### config.mk
export PLATFORM = sky130hd
export DESIGN_NAME = i2c_cond_qual
export DESIGN_NICKNAME = d
export VERILOG_FILES = /design/src/rtl/i2c_cond_pkg.sv /design/src/rtl/i2c_cond_dp.sv /design/src/rtl/i2c_cond_ctrl.sv /design/src/rtl/i2c_cond_qual.sv
export SDC_FILE = /design/constraint.sdc
export NUM_CORES = 1
export LEC_CHECK = 0
export ABC_AREA = 1
export BUFFER_PORTS_ARGS = -buffer_cell sky130_fd_sc_hd__buf_2
export CORE_ASPECT_RATIO = 0.9
export CORE_MARGIN = 2
export CORE_UTILIZATION = 30
export DETAILED_ROUTE_END_ITERATION = 8
export GPL_TIMING_DRIVEN = 1
export SLEW_MARGIN = 20
export SYNTH_ARGS = -nofsm -noshare
export SYNTH_HDL_FRONTEND = slang
export SYNTH_SLANG_ARGS = --single-unit
### constraint.sdc
create_clock -name clk -period 3.9 [get_ports clk]
set_input_delay 0 -clock clk [delete_from_list [all_inputs] [get_ports clk]]
set_output_delay 0 -clock clk [all_outputs]
set_load 0.03 [all_outputs]
### src/rtl/i2c_cond_pkg.sv
package i2c_cond_pkg;

  typedef enum logic [1:0] {
    ST_IDLE      = 2'd0,
    ST_HOLDSTART = 2'd1,
    ST_HOLDSTOP  = 2'd2
  } condState_e;

  // strobes from control to datapath
  typedef struct packed {
    logic loadTarget;
    logic clearCnt;
    logic incCnt;
    logic fireStart;
    logic fireStop;
  } ctrlStrobe_t;

  // status from datapath to control
  typedef struct packed {
    logic startEdge;
    logic stopEdge;
    logic tick;
    logic hit;
    logic sdaNow;
    logic sclNow;
  } dpStatus_t;

endpackage

### src/rtl/i2c_cond_dp.sv
module i2c_cond_dp
  import i2c_cond_pkg::*;
#(
  parameter int CFG_W    = 8,
  parameter int TICK_DIV = 2
) (
  input  logic             clk,
  input  logic             rstN,
  input  logic             cfgWrEn,
  input  logic [CFG_W-1:0] cfgWrData,
  input  logic             sdaIn,
  input  logic             sclIn,
  input  ctrlStrobe_t      strb,
  output dpStatus_t        stat,
  output logic             startDet,
  output logic             stopDet,
  output logic             busBusy
);

  localparam int FIELD_W = CFG_W - 1;
  localparam int CNT_W   = FIELD_W + 1;
  localparam int DIV_W   = (TICK_DIV > 1) ? $clog2(TICK_DIV) : 1;

  logic [CFG_W-1:0] cfgQ;
  logic             sdaPrevQ;
  logic [DIV_W-1:0] divQ;
  logic [CNT_W-1:0] cntQ;
  logic [CNT_W-1:0] targetQ;
  logic [CNT_W-1:0] targetNew;
  logic             tick;

  always_ff @(posedge clk) begin
    if (!rstN) cfgQ <= '0;
    else if (cfgWrEn) cfgQ <= cfgWrData;
  end

  always_ff @(posedge clk) begin
    if (!rstN) sdaPrevQ <= 1'b1;
    else sdaPrevQ <= sdaIn;
  end

  // free-running sample tick divider
  always_ff @(posedge clk) begin
    if (!rstN) divQ <= '0;
    else if (divQ == DIV_W'(TICK_DIV - 1)) divQ <= '0;
    else divQ <= divQ + 1'b1;
  end
  assign tick = (divQ == DIV_W'(TICK_DIV - 1));

  always_comb begin
    if (cfgQ[CFG_W-1]) targetNew = {1'b0, cfgQ[FIELD_W-1:0]} + CNT_W'(1);
    else targetNew = CNT_W'(1);
  end

  always_ff @(posedge clk) begin
    if (!rstN) targetQ <= CNT_W'(1);
    else if (strb.loadTarget) targetQ <= targetNew;
  end

  always_ff @(posedge clk) begin
    if (!rstN) cntQ <= '0;
    else if (strb.clearCnt) cntQ <= '0;
    else if (strb.incCnt) cntQ <= cntQ + 1'b1;
  end

  always_ff @(posedge clk) begin
    if (!rstN) begin
      startDet <= 1'b0;
      stopDet  <= 1'b0;
      busBusy  <= 1'b0;
    end else begin
      startDet <= strb.fireStart;
      stopDet  <= strb.fireStop;
      if (strb.fireStart) busBusy <= 1'b1;
      else if (strb.fireStop) busBusy <= 1'b0;
    end
  end

  assign stat.startEdge = sdaPrevQ & ~sdaIn & sclIn;
  assign stat.stopEdge  = ~sdaPrevQ & sdaIn & sclIn;
  assign stat.tick      = tick;
  assign stat.hit       = ((cntQ + CNT_W'(1)) == targetQ);
  assign stat.sdaNow    = sdaIn;
  assign stat.sclNow    = sclIn;


  cnt_bound_chk: assert property (@(posedge clk) disable iff (!rstN)
    cntQ < targetQ);


  det_exclusive_chk: assert property (@(posedge clk) disable iff (!rstN)
    !(startDet && stopDet));


  start_width_chk: assert property (@(posedge clk) disable iff (!rstN)
    startDet |=> !startDet);


  stop_width_chk: assert property (@(posedge clk) disable iff (!rstN)
    stopDet |=> !stopDet);


  busy_start_chk: assert property (@(posedge clk) disable iff (!rstN)
    startDet |-> busBusy);


  busy_stop_chk: assert property (@(posedge clk) disable iff (!rstN)
    stopDet |-> !busBusy);


  scl_high_chk: assert property (@(posedge clk) disable iff (!rstN)
    (startDet || stopDet) |-> $past(sclIn));

endmodule

### src/rtl/i2c_cond_ctrl.sv
module i2c_cond_ctrl
  import i2c_cond_pkg::*;
(
  input  logic        clk,
  input  logic        rstN,
  input  dpStatus_t   stat,
  output ctrlStrobe_t strb
);

  condState_e stateQ, stateD;
  logic       holdOk;

  always_comb begin
    case (stateQ)
      ST_HOLDSTART: holdOk = stat.sclNow & ~stat.sdaNow;
      ST_HOLDSTOP:  holdOk = stat.sclNow & stat.sdaNow;
      default:      holdOk = 1'b0;
    endcase
  end

  always_comb begin
    stateD = stateQ;
    strb   = '0;
    case (stateQ)
      ST_IDLE: begin
        if (stat.startEdge) begin
          strb.loadTarget = 1'b1;
          strb.clearCnt   = 1'b1;
          stateD          = ST_HOLDSTART;
        end else if (stat.stopEdge) begin
          strb.loadTarget = 1'b1;
          strb.clearCnt   = 1'b1;
          stateD          = ST_HOLDSTOP;
        end
      end
      ST_HOLDSTART, ST_HOLDSTOP: begin
        if (!holdOk) begin
          strb.clearCnt = 1'b1;
          stateD        = ST_IDLE;
        end else if (stat.tick) begin
          if (stat.hit) begin
            strb.fireStart = (stateQ == ST_HOLDSTART);
            strb.fireStop  = (stateQ == ST_HOLDSTOP);
            strb.clearCnt  = 1'b1;
            stateD         = ST_IDLE;
          end else begin
            strb.incCnt = 1'b1;
          end
        end
      end
      default: stateD = ST_IDLE;
    endcase
  end

  always_ff @(posedge clk) begin
    if (!rstN) stateQ <= ST_IDLE;
    else stateQ <= stateD;
  end


  scl_abort_chk: assert property (@(posedge clk) disable iff (!rstN)
    (stateQ != ST_IDLE && !stat.sclNow) |=> (stateQ == ST_IDLE));


  sda_revert_chk: assert property (@(posedge clk) disable iff (!rstN)
    (stateQ == ST_HOLDSTART && stat.sdaNow) |=> (stateQ == ST_IDLE));


  scl_low_idle_chk: assert property (@(posedge clk) disable iff (!rstN)
    (stateQ == ST_IDLE && !stat.sclNow) |=> (stateQ == ST_IDLE));

endmodule

### src/rtl/i2c_cond_qual.sv
module i2c_cond_qual
  import i2c_cond_pkg::*;
#(
  parameter int CFG_W    = 8,
  parameter int TICK_DIV = 2
) (
  input  logic             clk,
  input  logic             rstN,
  input  logic             cfgWrEn,
  input  logic [CFG_W-1:0] cfgWrData,
  input  logic             sdaIn,
  input  logic             sclIn,
  output logic             startDet,
  output logic             stopDet,
  output logic             busBusy
);

  ctrlStrobe_t strb;
  dpStatus_t   stat;

  i2c_cond_ctrl ctrl_i (
    .clk  (clk),
    .rstN (rstN),
    .stat (stat),
    .strb (strb)
  );

  i2c_cond_dp #(
    .CFG_W    (CFG_W),
    .TICK_DIV (TICK_DIV)
  ) dp_i (
    .clk       (clk),
    .rstN      (rstN),
    .cfgWrEn   (cfgWrEn),
    .cfgWrData (cfgWrData),
    .sdaIn     (sdaIn),
    .sclIn     (sclIn),
    .strb      (strb),
    .stat      (stat),
    .startDet  (startDet),
    .stopDet   (stopDet),
    .busBusy   (busBusy)
  );

endmodule

==> impl_results.rst, run 1 <==
.. list-table::
   :header-rows: 1

   * - Metric
     - Value
   * - IO Pins
     - 16
   * - Clock sinks
     - 31
   * - Reg2Reg Depth
     - 14
   * - Average footprint of a synthesized cell
     - 6.82 sq um
   * - Static power due to leakage
     - approximately 0.89 nW
   * - Total clock buffers created by CTS
     - 5
   * - Sequential power share
     - around 45%
   * - Element type at the critical path start
     - register
   * - Unrepaired setup endpoints after global routing
     - no
   * - Row count
     - 26
   * - Number of cells after detailed placement
     - ~340
   * - Post-Synthesis Net Count
     - 275
   * - Sort of element at the end of the critical path
     - register
   * - Routed wirelength normalized by instance count
     - between 10 and 15 um
   * - Post_cts resized
     - 0
   * - Die Ht
     - roughly 76 um
   * - TritonCTS clock tree
     - done
   * - Cells along the critical path
     - ha_1 > nand3_2 > nor2_1 > nand2_1 > nand3_1 > nand3_2 > nor2_4 > nand3_1 > nand2_1 > nand2_1 > nand2_1 > nand2_1 > nand2_2 > nor2_1
   * - Post-DP HPWL
     - between 2 and 3 mm
   * - Buffer cell driving the clock tree root
     - clkbuf_8
   * - Count of TritonRoute iterations in the first routing pass
     - 5
   * - Combinational fraction of design power
     - between 10% and 20%
   * - Area contributors post-synth
     - dfxtp_1 (36%), nand2_1 (13%), nor2_1 (7.5%), inv_1 (7.1%), nand3_1 (5.4%)
   * - Maximum number of pins on one net before global-route repair
     - 15
   * - Final sum of negative setup slack
     - 0 ps
   * - Aggregate global-route resource usage
     - 12.2%
   * - Antenna violations before repair
     - 0
   * - Count of non-filler cells in the finished layout
     - around 350
   * - Hold Fails Final Rpt
     - 0
   * - Cell internal power dissipation
     - between 0.5 and 0.6 mW
   * - Seq cells post-synth
     - 31
   * - Overall power after layout
     - 0.749 mW
   * - Most common cell after layout, fill and taps aside
     - nand2_1
   * - Most used cells in the layout excluding fill and tap cells
     - nand2_1 (61), nor2_1 (35), inv_1 (33)
   * - Period utilisation layout
     - between 50% and 60%
   * - Top delay family on crit path
     - simple AND/OR/NAND/NOR gates
   * - Max Cap Violations
     - 0
   * - Count of vias placed by the detailed router
     - ~1600
   * - Slew at the pin closest to its max-slew limit
     - approximately 460 ps
   * - Synthesis Warnings
     - 0
   * - Hold/Removal Path Class
     - input pin to register
   * - Wire length of the first global-routing pass
     - slightly above 6 mm
   * - Buffers plus inverters on the worst setup path
     - 0
   * - Total routed wirelength
     - approximately 3.5 mm
   * - Final-layout fill cell count
     - between 600 and 700
   * - Via-to-Cell Ratio
     - between 4 and 5
   * - Number of nets with antenna violations after detailed routing
     - 0
   * - Std-Cell Core Area
     - between 5000 and 6000 sq um
   * - Number of distinct standard cells referenced by the synthesized netlist
     - 28
   * - Final net count
     - roughly 300
   * - Vias in the first global route
     - about 1500
   * - Clock transition at the registers of the reported paths
     - 70 ps
   * - Number of buffer cells added on primary ports
     - 15
   * - Die extent in x
     - roughly 84 um
   * - Post-synthesis cell type with the largest combined area
     - dfxtp_1
   * - Switch share
     - between 20% and 30%
   * - Starting utilization of the core area
     - ~30%
   * - DRC violations left
     - 0
   * - Violation count after the first detailed-route iteration
     - 73
   * - Data arrival at the endpoint of the critical path
     - between 2000 and 2500 ps
   * - Clock latency of the later-clocked register in the worst-skew pair
     - approximately 280 ps
   * - Cell area after placement
     - between 1500 and 2000 sq um
   * - Master of the slowest instance on the critical path
     - dfxtp_1
   * - Class of the most critical setup path
     - register to register
   * - Required time of the worst setup path
     - between 4000 and 5000 ps
   * - Outcome
     - completed
   * - Pwr dens
     - ~360 nW/um^2
   * - Max clock buf depth
     - 2
   * - Worst path depth
     - 14
   * - Placer Congestion
     - about 0.84
   * - Antenna fix cells
     - 0
   * - H-tree depth
     - 2
   * - Area overhead of the layout relative to synthesis
     - 18.0%
   * - Worst supply voltage drop on vdd
     - 0.198 mV
   * - Number of setup violations in the final report
     - 0
   * - Headroom to the max-slew limit
     - 69.1%
   * - Synthesized area
     - approximately 1700 sq um
   * - Hold Crit Depth
     - 3
   * - Power dissipated by switching net loads
     - 0.181 mW
   * - Clk_skew
     - approximately 6.7 ps
   * - Full die area
     - about 6400 sq um
   * - Number of max-slew violations in the final report
     - 0
   * - Fraction of synthesized cell area taken by the top area cell type
     - 35.6%
   * - Number of instances in the synthesized netlist
     - ~260
   * - Post-route cell area
     - 2060 sq um
   * - Worst stage delay on the critical path
     - around 440 ps
   * - Share of power burned in the clock network
     - roughly 44%
   * - Highest Clock Rate
     - around 480 MHz
   * - Cell seen most often among critical-path stages
     - nand2_1
   * - Sequential area share after synthesis
     - a little over a third
   * - Biggest fanout along the worst timing path
     - 8
   * - Post-layout minimum cycle time
     - slightly above 2000 ps
   * - Share of layout cells above drive strength 1
     - between 10% and 20%
   * - Global-route congestion overflow total
     - 0
stage by stage:
step / setup WS [ps] / utilization [%] / hold slack [ps]
2_1_floorplan: 2060 / - / 108
3_3_place_gp: 1870 / 32.9 / 221
3_5_place_dp: 1820 / 32.9 / 229
4_1_cts: 1810 / 36.4 / 9.16
5_1_grt: 1510 / 36.4 / 28.1
6_report: 1820 / 36.4 / 8.72
worst paths after layout:
check / startpoint / end / slack, ps
setup / recovery: dp_i.cntQ[0]$_SDFFE_PP0P_ / dp_i.cntQ[2]$_SDFFE_PP0P_ / 1820
hold / removal: cfgWrData[3] / dp_i.cfgQ[3]$_SDFFE_PN0P_ / 9
setup reg to reg: dp_i.cntQ[0]$_SDFFE_PP0P_ / dp_i.cntQ[2]$_SDFFE_PP0P_ / 1820
hold reg to reg: dp_i.divQ$_SDFF_PP0_ / dp_i.divQ$_SDFF_PP0_ / 460
per-layer routing:
layer  track usage, %  wire, um
met5                0         0
met4             6.19        80
met3             3.58       104
met2             19.7      1610
met1             14.7      1720
cell families (layout without fill, tap and decap cells):
group,after synthesis,in the layout,synth area share (%)
simple gates,139,139,36.8
buf+inv,44,69,10.8
flops,31,31,35.6
xor+xnor,5,5,2.51
compound gates,31,31,10.0
fa+ha+maj,6,6,4.30
repair_timing:
action / CTS / global route
hold endpoints to repair: 8 / 0
hold buffers: 8 / 0
setup buffers: 0 / 0
worst register-to-register path, cell delays in order (launching register included):
cell	delay (ps)
dfxtp_1	440
ha_1	290
nand3_2	110
nor2_1	150
nand2_1	90
nand3_1	100
nand3_2	100
nor2_4	110
nand3_1	70
nand2_1	110
nand2_1	60
nand2_1	50
nand2_1	60
nand2_2	150
nor2_1	60
area by class of cell:
cell class / instances / area [sq um] / share of cell area, %
tap: 70 / 87.6 / 4.25
sequential: 31 / 621 / 30.1
clock inverter: 2 / 35.0 / 1.70
clock buffer: 6 / 82.6 / 4.01
multi-input combinational: 181 / 936 / 45.4
timing repair buffer: 23 / 155 / 7.53
inverter: 38 / 143 / 6.93
flip-flops by register name, indices dropped and copies added, names as in the netlist:
| signal | flops |
|---|---|
| dp_i.targetQ | 8 |
| dp_i.divQ | 1 |
| dp_i.sdaPrevQ | 1 |
| dp_i.cntQ | 8 |
| dp_i.stopDet | 1 |
| dp_i.cfgQ | 8 |
| dp_i.startDet | 1 |
| dp_i.busBusy | 1 |
| ctrl_i.stateQ | 2 |
synthesized netlist by cell type:
master     n
inv_2      5
buf_1      1
nor2_4     3
nor2_2     4
a22oi_1    2
o21ai_1    2
nand2_4    2
nand3_2    3
a31o_1     1
a21oi_1   13
clkbuf_1   2
nand3_1   19
inv_1     33
dfxtp_1   31
xor2_1     2
o21ai_2    3
o21ai_0   10
ha_1       6
buf_12     1
nor2_1    35
nand2_2    6
nand4_1    3
buf_4      2
or2_1      1
nor3_1     1
nand2_1   61
nand3b_1   1
xnor2_1    3
power by group through the flow:
stage / clock, mW / combinational (mW) / sequential, mW
final: 0.327 / 0.0857 / 0.336
after global routing: 0.354 / 0.0988 / 0.337
after CTS: 0.339 / 0.0868 / 0.336
after detailed placement: 0 / 0.0801 / 0.343
after global placement: 0 / 0.0784 / 0.343
after floorplan: 0 / 0.0592 / 0.341
No activity file was read; power rests on OpenSTA's default activity.
==> inputs of run 2 (changes only) <==
clock period = 2 ns   (was 3.9 ns; I/O delays follow)
==> run 2 against run 1 <==
Against the previous run:
- worst setup slack lost 1700 ps
- clock skew grew 1.9 ps
- critical path depth shrank 2
- register-to-register slack lost 1700 ps
- routed wire length grew 2.0%
- final cell count grew 1.4%
- largest cell class unchanged
- largest power group unchanged
==> impl_results.rst, run 2 (same netlist as run 1, synthesis figures left out) <==
.. list-table::
   :header-rows: 1

   * - Metric
     - Value
   * - Count of non-filler cells in the finished layout
     - 356
   * - Full die area
     - around 6400 sq um
   * - Antenna fix cells
     - 0
   * - Row count
     - 26
   * - Number of setup violations in the final report
     - 0
   * - Area overhead of the layout relative to synthesis
     - 21.7%
   * - Slew at the pin closest to its max-slew limit
     - ~380 ps
   * - Antenna violations before repair
     - 0
   * - Max clock buf depth
     - 2
   * - Highest Clock Rate
     - between 500 and 600 MHz
   * - Detailed route wirelength on metal3
     - 117 um
   * - Share of layout cells above drive strength 1
     - 22.0%
   * - Biggest fanout along the worst timing path
     - 13
   * - Starting utilization of the core area
     - between 30% and 40%
   * - Total clock buffers created by CTS
     - 5
   * - Count of vias placed by the detailed router
     - 1568
   * - Class of the most critical setup path
     - register to register
   * - Period utilisation layout
     - 91.4%
   * - Final net count
     - 304
   * - Pwr dens
     - between 600 and 700 nW/um^2
   * - Routed length on met1
     - 1.85 mm
   * - Buffer cell driving the clock tree root
     - clkbuf_8
   * - Placer Congestion
     - 0.836
   * - IO Pins
     - 16
   * - Final sum of negative setup slack
     - 0 ps
   * - Routed wirelength normalized by instance count
     - just over 10 um
   * - Leading registers by flop count
     - dp_i.cfgQ (8), dp_i.cntQ (8), dp_i.targetQ (8)
   * - Count of TritonRoute iterations in the first routing pass
     - 4
   * - Sort of element at the end of the critical path
     - register
   * - TritonCTS clock tree
     - done
   * - Data arrival at the endpoint of the critical path
     - between 2000 and 2500 ps
   * - Post-layout minimum cycle time
     - around 1800 ps
   * - Hold Worst Slack
     - 11.6 ps
   * - Vias in the first global route
     - about 1400
   * - Post-Route Utilization
     - 37.5%
   * - Via-to-Cell Ratio
     - 4.40
   * - Die Ht
     - about 76 um
   * - Static power due to leakage
     - 0.890 nW
   * - Die extent in x
     - approximately 84 um
   * - Required time of the worst setup path
     - 2210 ps
   * - Std-Cell Core Area
     - approximately 5700 sq um
   * - Wire length of the first global-routing pass
     - around 6 mm
   * - Number of nets with antenna violations after detailed routing
     - 0
   * - Final-layout fill cell count
     - about 620
   * - Total routed wirelength
     - about 3.6 mm
   * - Post-DP HPWL
     - roughly 2.7 mm
   * - Highest layer used for signal routing
     - met4
   * - Wire length on met2
     - 1.55 mm
   * - Unrepaired setup endpoints after global routing
     - no
   * - Most used cells in the layout excluding fill and tap cells
     - nand2_1 (59), nor2_1 (34), inv_1 (33)
   * - Global-route congestion overflow total
     - 0
   * - Clk_skew
     - 8.61 ps
   * - Max Cap Violations
     - 0
   * - Aggregate global-route resource usage
     - roughly an eighth
   * - Most common cell after layout, fill and taps aside
     - nand2_1
   * - Clock transition at the registers of the reported paths
     - ~80 ps
   * - Number of max-slew violations in the final report
     - 0
   * - Maximum number of pins on one net before global-route repair
     - 15
   * - Element type at the critical path start
     - register
   * - H-tree depth
     - 2
   * - Hold Fails Final Rpt
     - 0
   * - Hold/Removal Path Class
     - input pin to register
   * - Clock sinks
     - 31
   * - DRC violations left
     - 0
   * - Outcome
     - completed
   * - Headroom to the max-slew limit
     - around three quarters
   * - Clock latency of the later-clocked register in the worst-skew pair
     - 290 ps
   * - Number of buffer cells added on primary ports
     - 15
   * - Number of cells after detailed placement
     - 339
   * - Violation count after the first detailed-route iteration
     - between 50 and 60
   * - Worst supply voltage drop on vdd
     - 0.398 mV
run 2: power breakdown:
group	switching [mW]	internal, mW
clock network	0.270	0.249
registers	0.0160	0.636
logic	0.107	0.0728
run 2: worst paths after layout:
| path | startpoint | cells after the start | to | slack, ps |
|---|---|---|---|---|
| worst max register to register | dp_i.cntQ[0]$_SDFFE_PP0P_ | 12 | dp_i.cntQ[0]$_SDFFE_PP0P_ | 170 |
| worst min-delay path | cfgWrEn | 3 | dp_i.cfgQ[2]$_SDFFE_PN0P_ | 10 |
| worst min register to register | dp_i.divQ$_SDFF_PP0_ | 1 | dp_i.divQ$_SDFF_PP0_ | 450 |
| worst max-delay path | dp_i.cntQ[0]$_SDFFE_PP0P_ | 12 | dp_i.cntQ[0]$_SDFFE_PP0P_ | 170 |
run 2: through the flow:
| stage | cell area (sq um) | power, mW | worst slack [ps] |
|---|---|---|---|
| global placement | 1890 | 0.825 | 72.4 |
| CTS | 2070 | 1.36 | 35.8 |
| detailed placement | 1890 | 0.827 | 96.8 |
| finish | 2120 | 1.35 | 173 |
| floorplan | 1750 | 0.781 | 161 |
| global route | 2120 | 1.42 | 8.02 |
run 2: cell type report:
| cell class | instances | area (sq um) | share of cell area, % |
|---|---|---|---|
| inverters | 38 | 143 | 6.71 |
| well taps | 70 | 87.6 | 4.12 |
| clock inverters | 3 | 23.8 | 1.12 |
| multi-input cells | 181 | 970 | 45.6 |
| clock buffers | 5 | 68.8 | 3.24 |
| flip-flops and latches | 31 | 633 | 29.8 |
| repair buffers | 28 | 199 | 9.36 |
run 2: timing repair:
action / in CTS / in global routing
resized for setup: 0 / 16
setup endpoints to repair: 0 / 11
endpoints found under the hold margin: 9 / 0
hold buffers: 9 / 0
setup buffers: 0 / 0
run 2: metal layers:
layer	track usage, %	up-vias
li1	-	856
met5	0	-
met3	4.88	4
met2	18.0	17
met4	5.24	0
met1	15.5	691
run 2: worst max-delay path: stages (launching register included):
cell,delay (ps)
dfxtp_4,370
ha_4,170
nand3_2,90
nor2_1,150
nand2_1,90
nand3_1,100
nand3_2,110
nor2_4,100
nand2_2,120
nand2_8,130
xor2_1,150
inv_1,50
nor2_1,110
